===== config.mk =====
export PLATFORM = sky130hd
export DESIGN_NAME = wide_dividend_div
export DESIGN_NICKNAME = d
export VERILOG_FILES = /design/src/rtl/wdd_pkg.sv /design/src/rtl/wdd_rst_sync.sv /design/src/rtl/wdd_operand_prep.sv /design/src/rtl/wdd_restore_core.sv /design/src/rtl/wdd_result_fix.sv /design/src/rtl/wide_dividend_div.sv
export SDC_FILE = /design/constraint.sdc
export NUM_CORES = 1
export LEC_CHECK = 0
export BUFFER_PORTS_ARGS = -buffer_cell sky130_fd_sc_hd__buf_2
export CORE_ASPECT_RATIO = 0.5
export CORE_MARGIN = 2
export CORE_UTILIZATION = 40
export DETAILED_ROUTE_END_ITERATION = 10
export PLACE_DENSITY = 0.59
export SYNTH_ARGS = -nofsm -noshare
export SYNTH_HDL_FRONTEND = slang
export SYNTH_HIERARCHICAL = 1
export SYNTH_SLANG_ARGS = --single-unit

===== constraint.sdc =====
create_clock -name clk -period 10.1 [get_ports clk]
set_clock_uncertainty 0.05 [all_clocks]
set_input_delay 2.525 -clock clk [delete_from_list [all_inputs] [get_ports clk]]
set_output_delay 2.525 -clock clk [all_outputs]
set_load 0.01 [all_outputs]

===== src/rtl/wdd_pkg.sv =====
package wdd_pkg;
  typedef enum logic [1:0] {
    ST_IDLE  = 2'd0,
    ST_SETUP = 2'd1,
    ST_ITER  = 2'd2,
    ST_FIN   = 2'd3
  } wdd_state_e;

  localparam int unsigned MODE_SIGNED_BIT = 0;
  localparam int unsigned MODE_WIDE_BIT   = 1;
endpackage


===== src/rtl/wdd_rst_sync.sv =====
module wdd_rst_sync (
  input  logic clk,
  input  logic rst_n,
  output logic rst_sync_n
);
  logic stage0_q;
  logic stage1_q;

  always_ff @(posedge clk or negedge rst_n) begin
    if (!rst_n) begin
      stage0_q <= 1'b0;
      stage1_q <= 1'b0;
    end else begin
      stage0_q <= 1'b1;
      stage1_q <= stage0_q;
    end
  end

  assign rst_sync_n = stage1_q;
endmodule


===== src/rtl/wdd_operand_prep.sv =====
module wdd_operand_prep #(
  parameter int unsigned XLEN = 64
) (
  input  logic [1:0]        mode,
  input  logic [XLEN/2-1:0] y_val,
  input  logic [XLEN-1:0]   src_val,
  input  logic [XLEN-1:0]   dvsr_val,
  output logic [XLEN-1:0]   dd_mag,
  output logic [XLEN-1:0]   dv_mag,
  output logic              q_neg,
  output logic              dv_zero
);
  import wdd_pkg::*;
  localparam int unsigned HALF = XLEN / 2;

  logic            is_signed;
  logic            is_wide;
  logic [XLEN-1:0] dd_raw;
  logic [XLEN-1:0] dv_raw;
  logic            dd_neg;
  logic            dv_neg;

  assign is_signed = mode[MODE_SIGNED_BIT];
  assign is_wide   = mode[MODE_WIDE_BIT];

  always_comb begin
    if (is_wide) begin
      dd_raw = src_val;
      dv_raw = dvsr_val;
    end else begin
      dd_raw = {y_val, src_val[HALF-1:0]};
      if (is_signed) dv_raw = {{HALF{dvsr_val[HALF-1]}}, dvsr_val[HALF-1:0]};
      else           dv_raw = {{HALF{1'b0}}, dvsr_val[HALF-1:0]};
    end
  end

  assign dd_neg  = is_signed & dd_raw[XLEN-1];
  assign dv_neg  = is_signed & dv_raw[XLEN-1];
  assign dd_mag  = dd_neg ? (~dd_raw + XLEN'(1)) : dd_raw;
  assign dv_mag  = dv_neg ? (~dv_raw + XLEN'(1)) : dv_raw;
  assign q_neg   = dd_neg ^ dv_neg;
  assign dv_zero = (dv_raw == '0);
endmodule


===== src/rtl/wdd_restore_core.sv =====
module wdd_restore_core #(
  parameter int unsigned XLEN = 64
) (
  input  logic            clk,
  input  logic            rst_n,
  input  logic            load,
  input  logic            step,
  input  logic [XLEN-1:0] dividend,
  input  logic [XLEN-1:0] divisor,
  output logic [XLEN-1:0] quo_mag
);
  logic [XLEN-1:0] rem_q, rem_d;
  logic [XLEN-1:0] quo_q, quo_d;
  logic [XLEN-1:0] dvs_q;
  logic [XLEN:0]   shifted;
  logic [XLEN:0]   diff;
  logic            fits;

  always_comb begin
    shifted = {rem_q, quo_q[XLEN-1]};
    diff    = shifted - {1'b0, dvs_q};
    fits    = ~diff[XLEN];
    rem_d   = fits ? diff[XLEN-1:0] : shifted[XLEN-1:0];
    quo_d   = {quo_q[XLEN-2:0], fits};
  end

  always_ff @(posedge clk or negedge rst_n) begin
    if (!rst_n) begin
      rem_q <= '0;
      quo_q <= '0;
      dvs_q <= '0;
    end else if (load) begin
      rem_q <= '0;
      quo_q <= dividend;
      dvs_q <= divisor;
    end else if (step) begin
      rem_q <= rem_d;
      quo_q <= quo_d;
    end
  end

  assign quo_mag = quo_q;
endmodule


===== src/rtl/wdd_result_fix.sv =====
module wdd_result_fix #(
  parameter int unsigned XLEN = 64
) (
  input  logic [1:0]      mode,
  input  logic            q_neg,
  input  logic [XLEN-1:0] mag,
  output logic [XLEN-1:0] result,
  output logic            ovf
);
  import wdd_pkg::*;
  localparam int unsigned HALF = XLEN / 2;
  localparam logic [XLEN-1:0] LIM_U   = {{HALF{1'b0}}, {HALF{1'b1}}};
  localparam logic [XLEN-1:0] LIM_POS = {{(HALF+1){1'b0}}, {(HALF-1){1'b1}}};
  localparam logic [XLEN-1:0] LIM_NEG = {{(HALF+1){1'b1}}, {(HALF-1){1'b0}}};

  logic [XLEN-1:0] signed_val;
  logic            big_u;
  logic            big_pos;
  logic            big_neg;

  assign signed_val = q_neg ? (~mag + XLEN'(1)) : mag;
  assign big_u      = |mag[XLEN-1:HALF];
  assign big_pos    = |mag[XLEN-1:HALF-1];
  assign big_neg    = big_u | (mag[HALF-1] & (|mag[HALF-2:0]));

  always_comb begin
    result = signed_val;
    ovf    = 1'b0;
    if (!mode[MODE_WIDE_BIT]) begin
      if (!mode[MODE_SIGNED_BIT]) begin
        if (big_u) begin
          result = LIM_U;
          ovf    = 1'b1;
        end
      end else if (q_neg) begin
        if (big_neg) begin
          result = LIM_NEG;
          ovf    = 1'b1;
        end
      end else if (big_pos) begin
        result = LIM_POS;
        ovf    = 1'b1;
      end
    end
  end
endmodule


===== src/rtl/wide_dividend_div.sv =====
module wide_dividend_div #(
  parameter int unsigned XLEN = 64
) (
  input  logic              clk,
  input  logic              rst_n,
  input  logic              start,
  input  logic [1:0]        mode,
  input  logic [XLEN/2-1:0] y_in,
  input  logic [XLEN-1:0]   rs1_in,
  input  logic [XLEN-1:0]   divisor_in,
  output logic              busy,
  output logic              done,
  output logic [XLEN-1:0]   quotient,
  output logic              overflow,
  output logic              div_zero
);
  import wdd_pkg::*;
  localparam int unsigned HALF  = XLEN / 2;
  localparam int unsigned CNT_W = $clog2(XLEN);

  logic              rst_i_n;
  wdd_state_e        state_q, state_d;
  logic [CNT_W-1:0]  cnt_q, cnt_d;
  logic              cap_en;
  logic [1:0]        mode_q;
  logic [HALF-1:0]   y_q;
  logic [XLEN-1:0]   rs1_q;
  logic [XLEN-1:0]   dv_q;
  logic              done_q, done_d;
  logic [XLEN-1:0]   quo_q, quo_d;
  logic              ovf_q, ovf_d;
  logic              dz_q, dz_d;

  logic [XLEN-1:0]   dd_mag;
  logic [XLEN-1:0]   dv_mag;
  logic              q_neg;
  logic              dv_zero;
  logic              core_load;
  logic              core_step;
  logic [XLEN-1:0]   core_quo;
  logic [XLEN-1:0]   fix_res;
  logic              fix_ovf;

  wdd_rst_sync u_rst (
    .clk        (clk),
    .rst_n      (rst_n),
    .rst_sync_n (rst_i_n)
  );

  wdd_operand_prep #(.XLEN(XLEN)) u_prep (
    .mode     (mode_q),
    .y_val    (y_q),
    .src_val  (rs1_q),
    .dvsr_val (dv_q),
    .dd_mag   (dd_mag),
    .dv_mag   (dv_mag),
    .q_neg    (q_neg),
    .dv_zero  (dv_zero)
  );

  assign core_load = (state_q == ST_SETUP) && !dv_zero;
  assign core_step = (state_q == ST_ITER);

  wdd_restore_core #(.XLEN(XLEN)) u_core (
    .clk      (clk),
    .rst_n    (rst_i_n),
    .load     (core_load),
    .step     (core_step),
    .dividend (dd_mag),
    .divisor  (dv_mag),
    .quo_mag  (core_quo)
  );

  wdd_result_fix #(.XLEN(XLEN)) u_fix (
    .mode   (mode_q),
    .q_neg  (q_neg),
    .mag    (core_quo),
    .result (fix_res),
    .ovf    (fix_ovf)
  );

  // next-state logic
  always_comb begin
    state_d = state_q;
    cnt_d   = cnt_q;
    cap_en  = 1'b0;
    done_d  = 1'b0;
    quo_d   = quo_q;
    ovf_d   = ovf_q;
    dz_d    = dz_q;
    unique case (state_q)
      ST_IDLE: begin
        if (start) begin
          cap_en  = 1'b1;
          state_d = ST_SETUP;
        end
      end
      ST_SETUP: begin
        cnt_d   = '0;
        state_d = dv_zero ? ST_FIN : ST_ITER;
      end
      ST_ITER: begin
        cnt_d = cnt_q + CNT_W'(1);
        if (cnt_q == CNT_W'(XLEN - 1)) state_d = ST_FIN;
      end
      ST_FIN: begin
        done_d  = 1'b1;
        state_d = ST_IDLE;
        dz_d    = dv_zero;
        if (dv_zero) begin
          ovf_d = 1'b0;
        end else begin
          quo_d = fix_res;
          ovf_d = fix_ovf;
        end
      end
      default: state_d = ST_IDLE;
    endcase
  end

  // control and result registers
  always_ff @(posedge clk or negedge rst_i_n) begin
    if (!rst_i_n) begin
      state_q <= ST_IDLE;
      cnt_q   <= '0;
      done_q  <= 1'b0;
      quo_q   <= '0;
      ovf_q   <= 1'b0;
      dz_q    <= 1'b0;
    end else begin
      state_q <= state_d;
      cnt_q   <= cnt_d;
      done_q  <= done_d;
      quo_q   <= quo_d;
      ovf_q   <= ovf_d;
      dz_q    <= dz_d;
    end
  end

  // operand capture, enabled only on an accepted start
  always_ff @(posedge clk) begin
    if (cap_en) begin
      mode_q <= mode;
      y_q    <= y_in;
      rs1_q  <= rs1_in;
      dv_q   <= divisor_in;
    end
  end

  assign busy     = (state_q != ST_IDLE);
  assign done     = done_q;
  assign quotient = quo_q;
  assign overflow = ovf_q;
  assign div_zero = dz_q;
endmodule


**Word level (Yosys, flattened, before mapping)**

Index checks and enable logic that the tools add are counted.

- Reductions and logical operators: 12
- Bitwise gates (word level): 10
- Multiplexer cells: 32
- $add $sub $neg: 5
- Equality and inequality tests: 6

Operators by type and width:

| kind | count |
|---|---|
| $mux W64 | 17 |
| $add A64 B1 Y64 const B | 3 |
| $not A64 Y64 | 3 |
| $sub A65 B64 Y65 | 1 |
| $logic_not A64 Y1 | 1 |
| $reduce_or A33 Y1 | 1 |
| $reduce_or A32 Y1 | 1 |
| $reduce_or A31 Y1 | 1 |
| $pmux W6 S2 | 1 |
| $mux W1 | 11 |
| $pmux W2 S4 | 1 |
| $add A6 B1 Y6 const B | 1 |
| $eq A6 B6 Y1 const B | 1 |
| $reduce_bool A2 Y1 | 3 |
| $eq A2 B2 Y1 const B | 2 |
| $mux W2 | 2 |
| $reduce_and A2 Y1 | 2 |
| $and A1 B1 Y1 | 3 |
| $eq A2 B1 Y1 const B | 1 |
| $logic_not A2 Y1 | 1 |
| $ne A2 B1 Y1 const B | 1 |
| $ne A2 B2 Y1 const B | 1 |
| $not A1 Y1 | 2 |
| $logic_and A1 B1 Y1 | 1 |
| 3 further kinds | 3 |

- Input bits: 165
- Bits in registers: 431
- Output and inout port bits: 68
- Word-level logic and storage cells: 80

**Longest topological paths before layout**

Gate-level depths: netlist of the first run.

- Depth after elaboration: 9
- Depth in mapped cells: 17
- Depth with buffers taken out: 14

**Hierarchy**

Netlist of the first run, hierarchy kept.

By module, submodules not included:

| module | cells each | area an instance (µm²) | instances | seq. area each (µm²) |
|---|---|---|---|---|
| wdd_restore_core | 1529 | 12550.8 | 1 | 4804.6 |
| wide_dividend_div | 356 | 8071.5 | 1 | 6741.5 |
| wdd_operand_prep | 623 | 4106.4 | 1 | 0.0 |
| wdd_result_fix | 323 | 2052.0 | 1 | 0.0 |
| wdd_rst_sync | 3 | 53.8 | 1 | 50.0 |

**Least setup slack after synthesis of the first run**

No wires, ideal clock.

- Path kind: input-to-reg
- Start point: input start
- End point: register dv_q[0] (enable)
- Slack: 3.314 ns
- Setup time: 0.541 ns
- Path buffers: 0
- Stages on the path: 1
- Arrival time: 6.195 ns
- Data required time: 9.509 ns
- Path through: and2_1

- Cells in the longest elaborated chain, start to end: 2

RTL lines:

| element | RTL line | source |
|---|---|---|
| from (decl) | wide_dividend_div.sv:6 | `input logic start,` |
| $mux W1 | wide_dividend_div.sv:93 | `if (start) begin` |
| $mux W1 | wide_dividend_div.sv:91 | `unique case (state_q)` |
| to (signal assigned) | wide_dividend_div.sv:146 | `dv_q <= divisor_in;` |
| to (decl) | wide_dividend_div.sv:28 | `logic [XLEN-1:0] dv_q;` |

No other way between the ends.
A chain may end at the register's enable or synchronous reset.

**Final worst setup path of the first run**

- Start point: register u_core.quo_q[63], in the netlist u_core/quo_mag[63]
- End point: register u_core.rem_q[57]

- Cells in the longest elaborated chain, start to end: 4

RTL lines:

| element | RTL line | source |
|---|---|---|
| from (decl) | wdd_restore_core.sv:13 | `logic [XLEN-1:0] quo_q, quo_d;` |
| from (signal assigned) | wdd_restore_core.sv:34 | `quo_q <= dividend;` |
| from (signal assigned) | wdd_restore_core.sv:38 | `quo_q <= quo_d;` |
| $sub A65 B64 Y65 | wdd_restore_core.sv:21 | `diff = shifted - {1'b0, dvs_q};` |
| $mux W64 | wdd_restore_core.sv:23 | `rem_d = fits ? diff[XLEN-1:0] : shifted[XLEN-1:0];` |
| $mux W64 | wdd_restore_core.sv:36 | `end else if (step) begin` |
| $mux W64 | wdd_restore_core.sv:32 | `end else if (load) begin` |
| to (signal assigned) | wdd_restore_core.sv:37 | `rem_q <= rem_d;` |
| to (decl) | wdd_restore_core.sv:12 | `logic [XLEN-1:0] rem_q, rem_d;` |

No other way between the ends. The select of a mux whose other input is x is not followed.

==> flow_summary.yaml, run 1 <==
detailed_routing:
  dr.first_iter.drc_count: 1807
  ant_nets: 0
  finalWirelength_um: 74100
  vias_per_cell: 5.56
  drt_pass1_iterations: 6
  drcViolationCount: 0
  vias: 21658
  wire_per_inst_um: 19.0
clock_tree:
  path_clk_slew_ns: 0.07
  cts_resized: 0
  cts_hold_buf: 0
  numClockSinks: 431
  cts_tree: "done"
  cts-root-buf: "clkbuf_16"
  htreeDepth: 2
  cts_made_buffers: 44
  clk_path_buf_depth: 3
  cts_setup_buffers: 0
  clock_latency_ns: 0.58
placement:
  dp.cells: 3816
  pre_cts_slack_ns: 5.39
  hpwlAfterDp_um: 54000
  io_buffers: 232
  gp_congestion: 0.918
critical_path:
  crit_fanout: 30
  critPathLaunchType: "flip-flop"
  cp_data_required_time_ns: 10.52
  rrSetupSlack_ns: 5.38
  worstSetupPathType: "flip-flop to flip-flop"
  cp-end-kind: "flip-flop"
  worstPathArrival_ns: 5.14
die:
  die_w_um: 370
  initial_utilization: 0.403
  num_io_pins: 233
  std_cell_rows: 67
  core_um2: 66600
  dieArea_um2: 69300
  dieHeight_um: 187
global_route:
  groute.usage.overall: 0.209
  grt_pass1_wl_um: 117000
  overflow: 0
  grt_pass1_vias: 20783
  antenna_found_initial: 4
  grt_max_degree: 129
synth:
  syn-instance-count: 2834
  synth_seq_cells: 431
  synth_area_um2: 26800
  async_flop_share: 0.624
  ys.flop_type: "dfrtp_1"
  synth_cell_types: 105
  synth_warnings: 6
  synth_edf_count: 162
  syn_area_per_cell_um2: 9.47
  synth-seq-area-share: 0.432
  synth_fp_nets: 3073
outcome:
  status: "complete, no violations"
cells_and_area:
  layoutNonFillerInstCount: 3897
  drive_above_1_share: 0.154
  final_nets: 3204
  syn2layout_area_growth_pct: 12.1
  antennaDiodeCount: 0
  fin_util: 0.451
power_and_ir_drop:
  p_leak_nw: 12.1
  power_density_nw_per_um2: 343
  ir_drop_uv: 210
timing:
  hold_viol: 0
  fin_setup_tns_ns: 0
  rsz0062_at_grt: "false"
  slew_violations: 0
  setup_viol: 0
  finalCriticalPeriod_ns: 4.72
  worst_pin_slew_ns: 1.15
  max_freq_mhz: 212
  period_share: 0.468
  finalWorstSetupSlack_ns: 5.38
  slew_headroom: 0.231
flow_run:
  drv_cap: 0
worst_hold_path:
  hold_class: "flip-flop to flip-flop"
==> through the flow <==
step                hold WS, ns  instance area [µm²]  total power [mW]
finish                    0.303                30100              10.3
global route              0.308                30100              11.1
CTS                       0.305                30100              10.4
detailed placement        0.290                28500              8.54
global placement          0.287                28500              8.47
floorplan                 0.281                26800              7.14
==> registers in the layout (all words and copies together), names as in the netlist <==
register and flops:
u_core/dvs_q 64, u_core/rem_q 64, overflow 1, div_zero 1, u_rst/rst_sync_n 1, rs1_q 64
cnt_q 6, u_core/quo_mag 64, quotient 64, u_rst/stage0_q 1, done 1, mode_q 2
y_q 32, dv_q 64, state_q 2
==> cell families (layout without fill, tap and decap cells) <==
kind of cell	count (synthesis)	after routing	synth area share
buffers and inverters	276	442	0.0455
and+or+nand+nor	882	882	0.161
xor gates and xnor gates	229	229	0.0747
DFF	431	431	0.432
AOI/OAI and AO/OA	773	773	0.179
adders and majority gates	74	74	0.0348
muxes	168	168	0.0728
other	1	1	0.000140
==> layout by cell type, fill, tap and decap left out, types with 15 or more instances in the layout <==
cell type and n:
inv_1 99, o41ai_1 23, edfxtp_1 162, a31oi_1 28
o21ai_0 263, mux2_4 49, and3_1 19, nor3_1 53
o21bai_1 16, nand4_1 30, and2_1 17, dfrtp_1 268
a21oi_1 192, nand3_1 37, o31ai_1 47, a311oi_1 57
ha_1 72, a21o_1 32, o211ai_1 15, nand2_1 365
or4_1 28, xnor2_1 104, clkbuf_16 45, nor4_1 19
or3_1 33, buf_2 232, nor2_1 177, mux2_2 22
mux2i_1 97, buf_4 30, xor2_1 125
==> final timing paths <==
path / start / endpoint / cells after the start
worst min-delay path: u_rst/stage0_q / u_rst/rst_sync_n / 0
worst min register to register: u_rst/stage0_q / u_rst/rst_sync_n / 0
min in group asynchronous: u_rst/rst_sync_n / done / 0
worst max-delay path: u_core/quo_mag[63] / u_core/rem_q[57] / 15
max in group asynchronous: u_rst/rst_sync_n / u_core/rem_q[50] / 1
worst max register to register: u_core/quo_mag[63] / u_core/rem_q[57] / 15
==> worst max-delay path: stages, from the launching register on <==
cell      delay [ns]
dfrtp_1         0.50
inv_1           0.11
ha_1            0.17
inv_1           0.06
fa_1            0.43
a211oi_1        0.26
nor2_1          0.10
o21ai_1         0.24
o31a_1          0.34
o21a_1          0.29
nor3b_4         0.09
o21ai_2         0.28
nand2_2         0.46
buf_4           0.43
or4_1           0.58
a311oi_2        0.24
==> where the power goes <==
part           leakage [nW]  internal [mW]  switching [mW]  total, mW
Sequential             4.85           2.47           0.540       3.01
Clock                 0.739           1.04           0.727       1.77
Combinational          6.51           2.16            3.38       5.54
Total                  12.1           5.67            4.65       10.3
==> layer usage <==
metal / GRT usage / up-vias / routed length [µm]
met5: 0 / - / 11
met4: 0.0588 / 2 / 1910
met3: 0.0307 / 112 / 3650
met2: 0.340 / 624 / 34500
met1: 0.291 / 10361 / 34000
li1: - / 10559 / -
==> cell usage after synthesis, drive strengths merged, types with 26 or more instances <==
cell,count,area (µm²)
nor3,56,290
a31oi,28,175
xnor2,104,911
nand4,32,221
nor4,26,218
nand2,366,1380
inv,99,372
a21oi,192,961
or3,37,236
dfrtp,269,6730
edfxtp,162,4860
clkbuf,120,472
nor2,178,668
mux2,71,983
o21ai,279,1400
nand3,37,185
o31ai,47,353
a21o,32,240
or4,33,264
ha,73,913
buf,57,378
a311oi,58,514
xor2,125,1090
mux2i,97,971
==> cell type report <==
cell class                      instances  area, µm²
Inverter                               99        372
Multi-Input combinational cell       2127      14100
Clock inverter                         25        347
Fill cell                            6482      36600
Sequential cell                       431      11600
Tap cell                              897       1120
Clock buffer                           56       1190
Timing Repair Buffer                  262       1390
(Power assumes the default switching activity.)
==> inputs of run 2 (changes only) <==
--- a/config.mk
+++ b/config.mk
@@ -5,6 +5,7 @@
 export SDC_FILE = /design/constraint.sdc
 export NUM_CORES = 1
 export LEC_CHECK = 0
+export ABC_AREA = 1
 export BUFFER_PORTS_ARGS = -buffer_cell sky130_fd_sc_hd__buf_2
 export CORE_ASPECT_RATIO = 0.5
 export CORE_MARGIN = 2
==> constraint.sdc (replaced) <==
create_clock -name clk -period 4.8 [get_ports clk]
set_clock_uncertainty 0.05 [all_clocks]
set_input_delay 1.2 -clock clk [delete_from_list [all_inputs] [get_ports clk]]
set_output_delay 1.2 -clock clk [all_outputs]
set_load 0.01 [all_outputs]
==> flow_summary.yaml, run 2 <==
cells_and_area:
  fin_util: 0.452
  final_nets: 5057
  syn2layout_area_growth_pct: 11.4
  final_common_cell: "nand2_1"
  drive_above_1_share: 0.0872
  layoutNonFillerInstCount: 5876
  fin_area_um2: 34100
  layout_common_cells: "1925 x nand2_1, 719 x inv_1, 431 x nor2_1"
timing:
  max_freq_mhz: 250
  rsz0062_at_grt: "false"
  worst_pin_slew_ns: 1.30
  slew_headroom: 0.132
  finalCriticalPeriod_ns: 3.99
  hold_viol: 0
  slew_violations: 0
  fin_setup_tns_ns: 0
  setup_viol: 0
  finalWorstSetupSlack_ns: 0.808
  period_share: 0.832
  hold_ws_ns: 0.305
critical_path:
  path_cells: "inv_1 -> ha_1 -> nand3_1 -> nor2_1 -> nand4_1 -> nor2_1 -> nand2_1 -> nor4_2 -> buf_4 -> nor2_4 -> nor2_4 -> buf_4 -> nand2_4 -> nand2_1 -> nand2_1 -> nand2_1"
  critPathLaunchType: "flip-flop"
  max_stage_delay_ns: 0.63
  critPathSlowestCell: "buf_4"
  cp_data_required_time_ns: 5.30
  cpMostUsedCell: "nand2_1"
  worstSetupPathType: "flip-flop to flip-flop"
  timing.rr.start: "dv_q[0]"
  reg2reg_depth: 16
  worstPathArrival_ns: 4.49
  cp_top_family: "simple AND/OR/NAND/NOR gates"
  crit_path_start: "dv_q[0]"
  rrSetupSlack_ns: 0.81
  cp-end-kind: "flip-flop"
  crit_fanout: 67
  crit_buf_inv: 3
  rr_endpoint: "u_core/rem_q[50]"
global_route:
  antenna_found_initial: 1
  use_met2: 0.427
  grt_use_met3: 0.0345
  top_usage_layer: "met2"
  gr-usage-met1: 0.340
  grt_pass1_vias: 26810
  grt_pass1_wl_um: 154000
  grt_max_degree: 190
  groute.usage.overall: 0.250
  overflow: 0
detailed_routing:
  dr.first_iter.drc_count: 2244
  vias: 28796
  drt_pass1_iterations: 5
  vias_per_cell: 4.90
  wire_per_inst_um: 17.2
  finalWirelength_um: 101000
  ant_nets: 0
  drcViolationCount: 0
clock_tree:
  cts_made_buffers: 43
  clock_latency_ns: 0.62
  cts_setup_buffers: 0
  cts_tree: "done"
  htreeDepth: 2
  path_clk_slew_ns: 0.07
  clk_path_buf_depth: 3
  cts-root-buf: "clkbuf_16"
  cts_hold_buf: 0
  cts_resized: 0
  numClockSinks: 431
worst_hold_path:
  hold_class: "flip-flop to flip-flop"
  hold_depth: 0
  hold_path_end: "u_rst/rst_sync_n"
  min_from: "u_rst/stage0_q"
power_and_ir_drop:
  power_density_nw_per_um2: 636
  finalPower_mw: 21.7
  p_leak_nw: 18.1
  ir_drop_uv: 744
die:
  dieHeight_um: 200
  core_um2: 75400
  die_w_um: 395
  num_io_pins: 233
  dieArea_um2: 78900
  std_cell_rows: 71
  initial_utilization: 0.406
synth:
  syn-instance-count: 4639
  synth_warnings: 6
  synthMuxAreaShare: 0.000368
  synthAdderAreaFrac: 0.0305
  ys.flop_type: "dfrtp_1"
  synth.area.top_cells: "nand2_1 24%, dfrtp_1 22%, edfxtp_1 16%"
  synth_edf_count: 162
  synth_commonest_cells: "1925 x nand2_1, 720 x inv_1, 434 x nor2_1, 292 x nand3_1, 269 x dfrtp_1"
  synth_fp_nets: 4878
  synth_compound_area_frac: 0.0617
  synth_area_um2: 30600
  synth_seq_cells: 431
  synth_cell_types: 52
  synth_xor_area_frac: 0.0449
  yosys.area.top_type_share: 0.236
  synth_most_common_cell: "nand2_1"
  syn_area_per_cell_um2: 6.60
  synth_top_family_by_area: "simple AND/OR/NAND/NOR gates"
  synth_simple_gate_area_frac: 0.371
  async_flop_share: 0.624
  yosysTopAreaCell: "nand2_1"
  synth-seq-area-share: 0.379
placement:
  io_buffers: 232
  hpwlAfterDp_um: 80400
  pre_cts_slack_ns: 0.800
  gp_congestion: 0.971
  place_area_um2: 32700
  dp.cells: 5795
outcome:
  status: "complete, no violations"
flow_run:
  drv_cap: 0
## run 2: cell count changes after synthesis, sizes merged, moves of 59 or more
| cell | before | now |
|---|---|---|
| nor2 | 178 | 468 |
| o21ai | 279 | 131 |
| o221ai | 1 | 60 |
| mux2i | 97 | 0 |
| nand3 | 37 | 294 |
| nand2 | 366 | 1942 |
| mux2 | 71 | 1 |
| a21oi | 192 | 101 |
| inv | 99 | 734 |
| clkbuf | 120 | 56 |
## run 2: where the power goes
group | internal (mW) | switching [mW] | total (mW)
registers | 5.17 | 1.02 | 6.20
logic | 3.66 | 8.32 | 12.0
clock network | 1.91 | 1.61 | 3.51
total | 10.7 | 10.9 | 21.7
## run 2: worst register-to-register path: cells and delay by family (launching register included)
family | cells | cell delay, ns
DFF | 1 | 0.42
buffers and inverters | 3 | 0.94
adders and majority gates | 1 | 0.17
and+or+nand+nor | 12 | 2.36
## run 2: cells by family (layout without fill, tap and decap cells)
logic type,Yosys count,in the layout
buffers and inverters,862,1076
muxes,1,1
AOI/OAI and AO/OA,312,312
DFF,431,431
adders and majority gates,74,74
xor gates and xnor gates,157,157
other,1,2
and+or+nand+nor,2801,2801
## run 2: worst max path at each step
stage	end	slack [ns]	depth (start not counted)
floorplan	cnt_q[0]	0.34	0
global placement	u_core/rem_q[50]	0.87	16
detailed placement	u_core/rem_q[50]	0.80	16
CTS	u_core/rem_q[50]	0.81	16
global route	u_core/rem_q[50]	0.44	16
finish	u_core/rem_q[50]	0.81	16
## run 2: cell type report
type | count | area (µm²)
tap | 1022 | 1280
antenna | 1 | 2.50
multi-input combinational | 3346 | 15600
fill | 7990 | 41300
sequential | 431 | 11600
clock inverter | 29 | 277
timing repair buffer | 258 | 1430
inverter | 738 | 2770
clock buffer | 51 | 1160
## run 2: routing by layer
metal / up-vias / wire, µm
li1: 14680 / -
met1: 13415 / 46000
met2: 624 / 48500
met3: 77 / 4960
met4: 0 / 1560
met5: - / 0
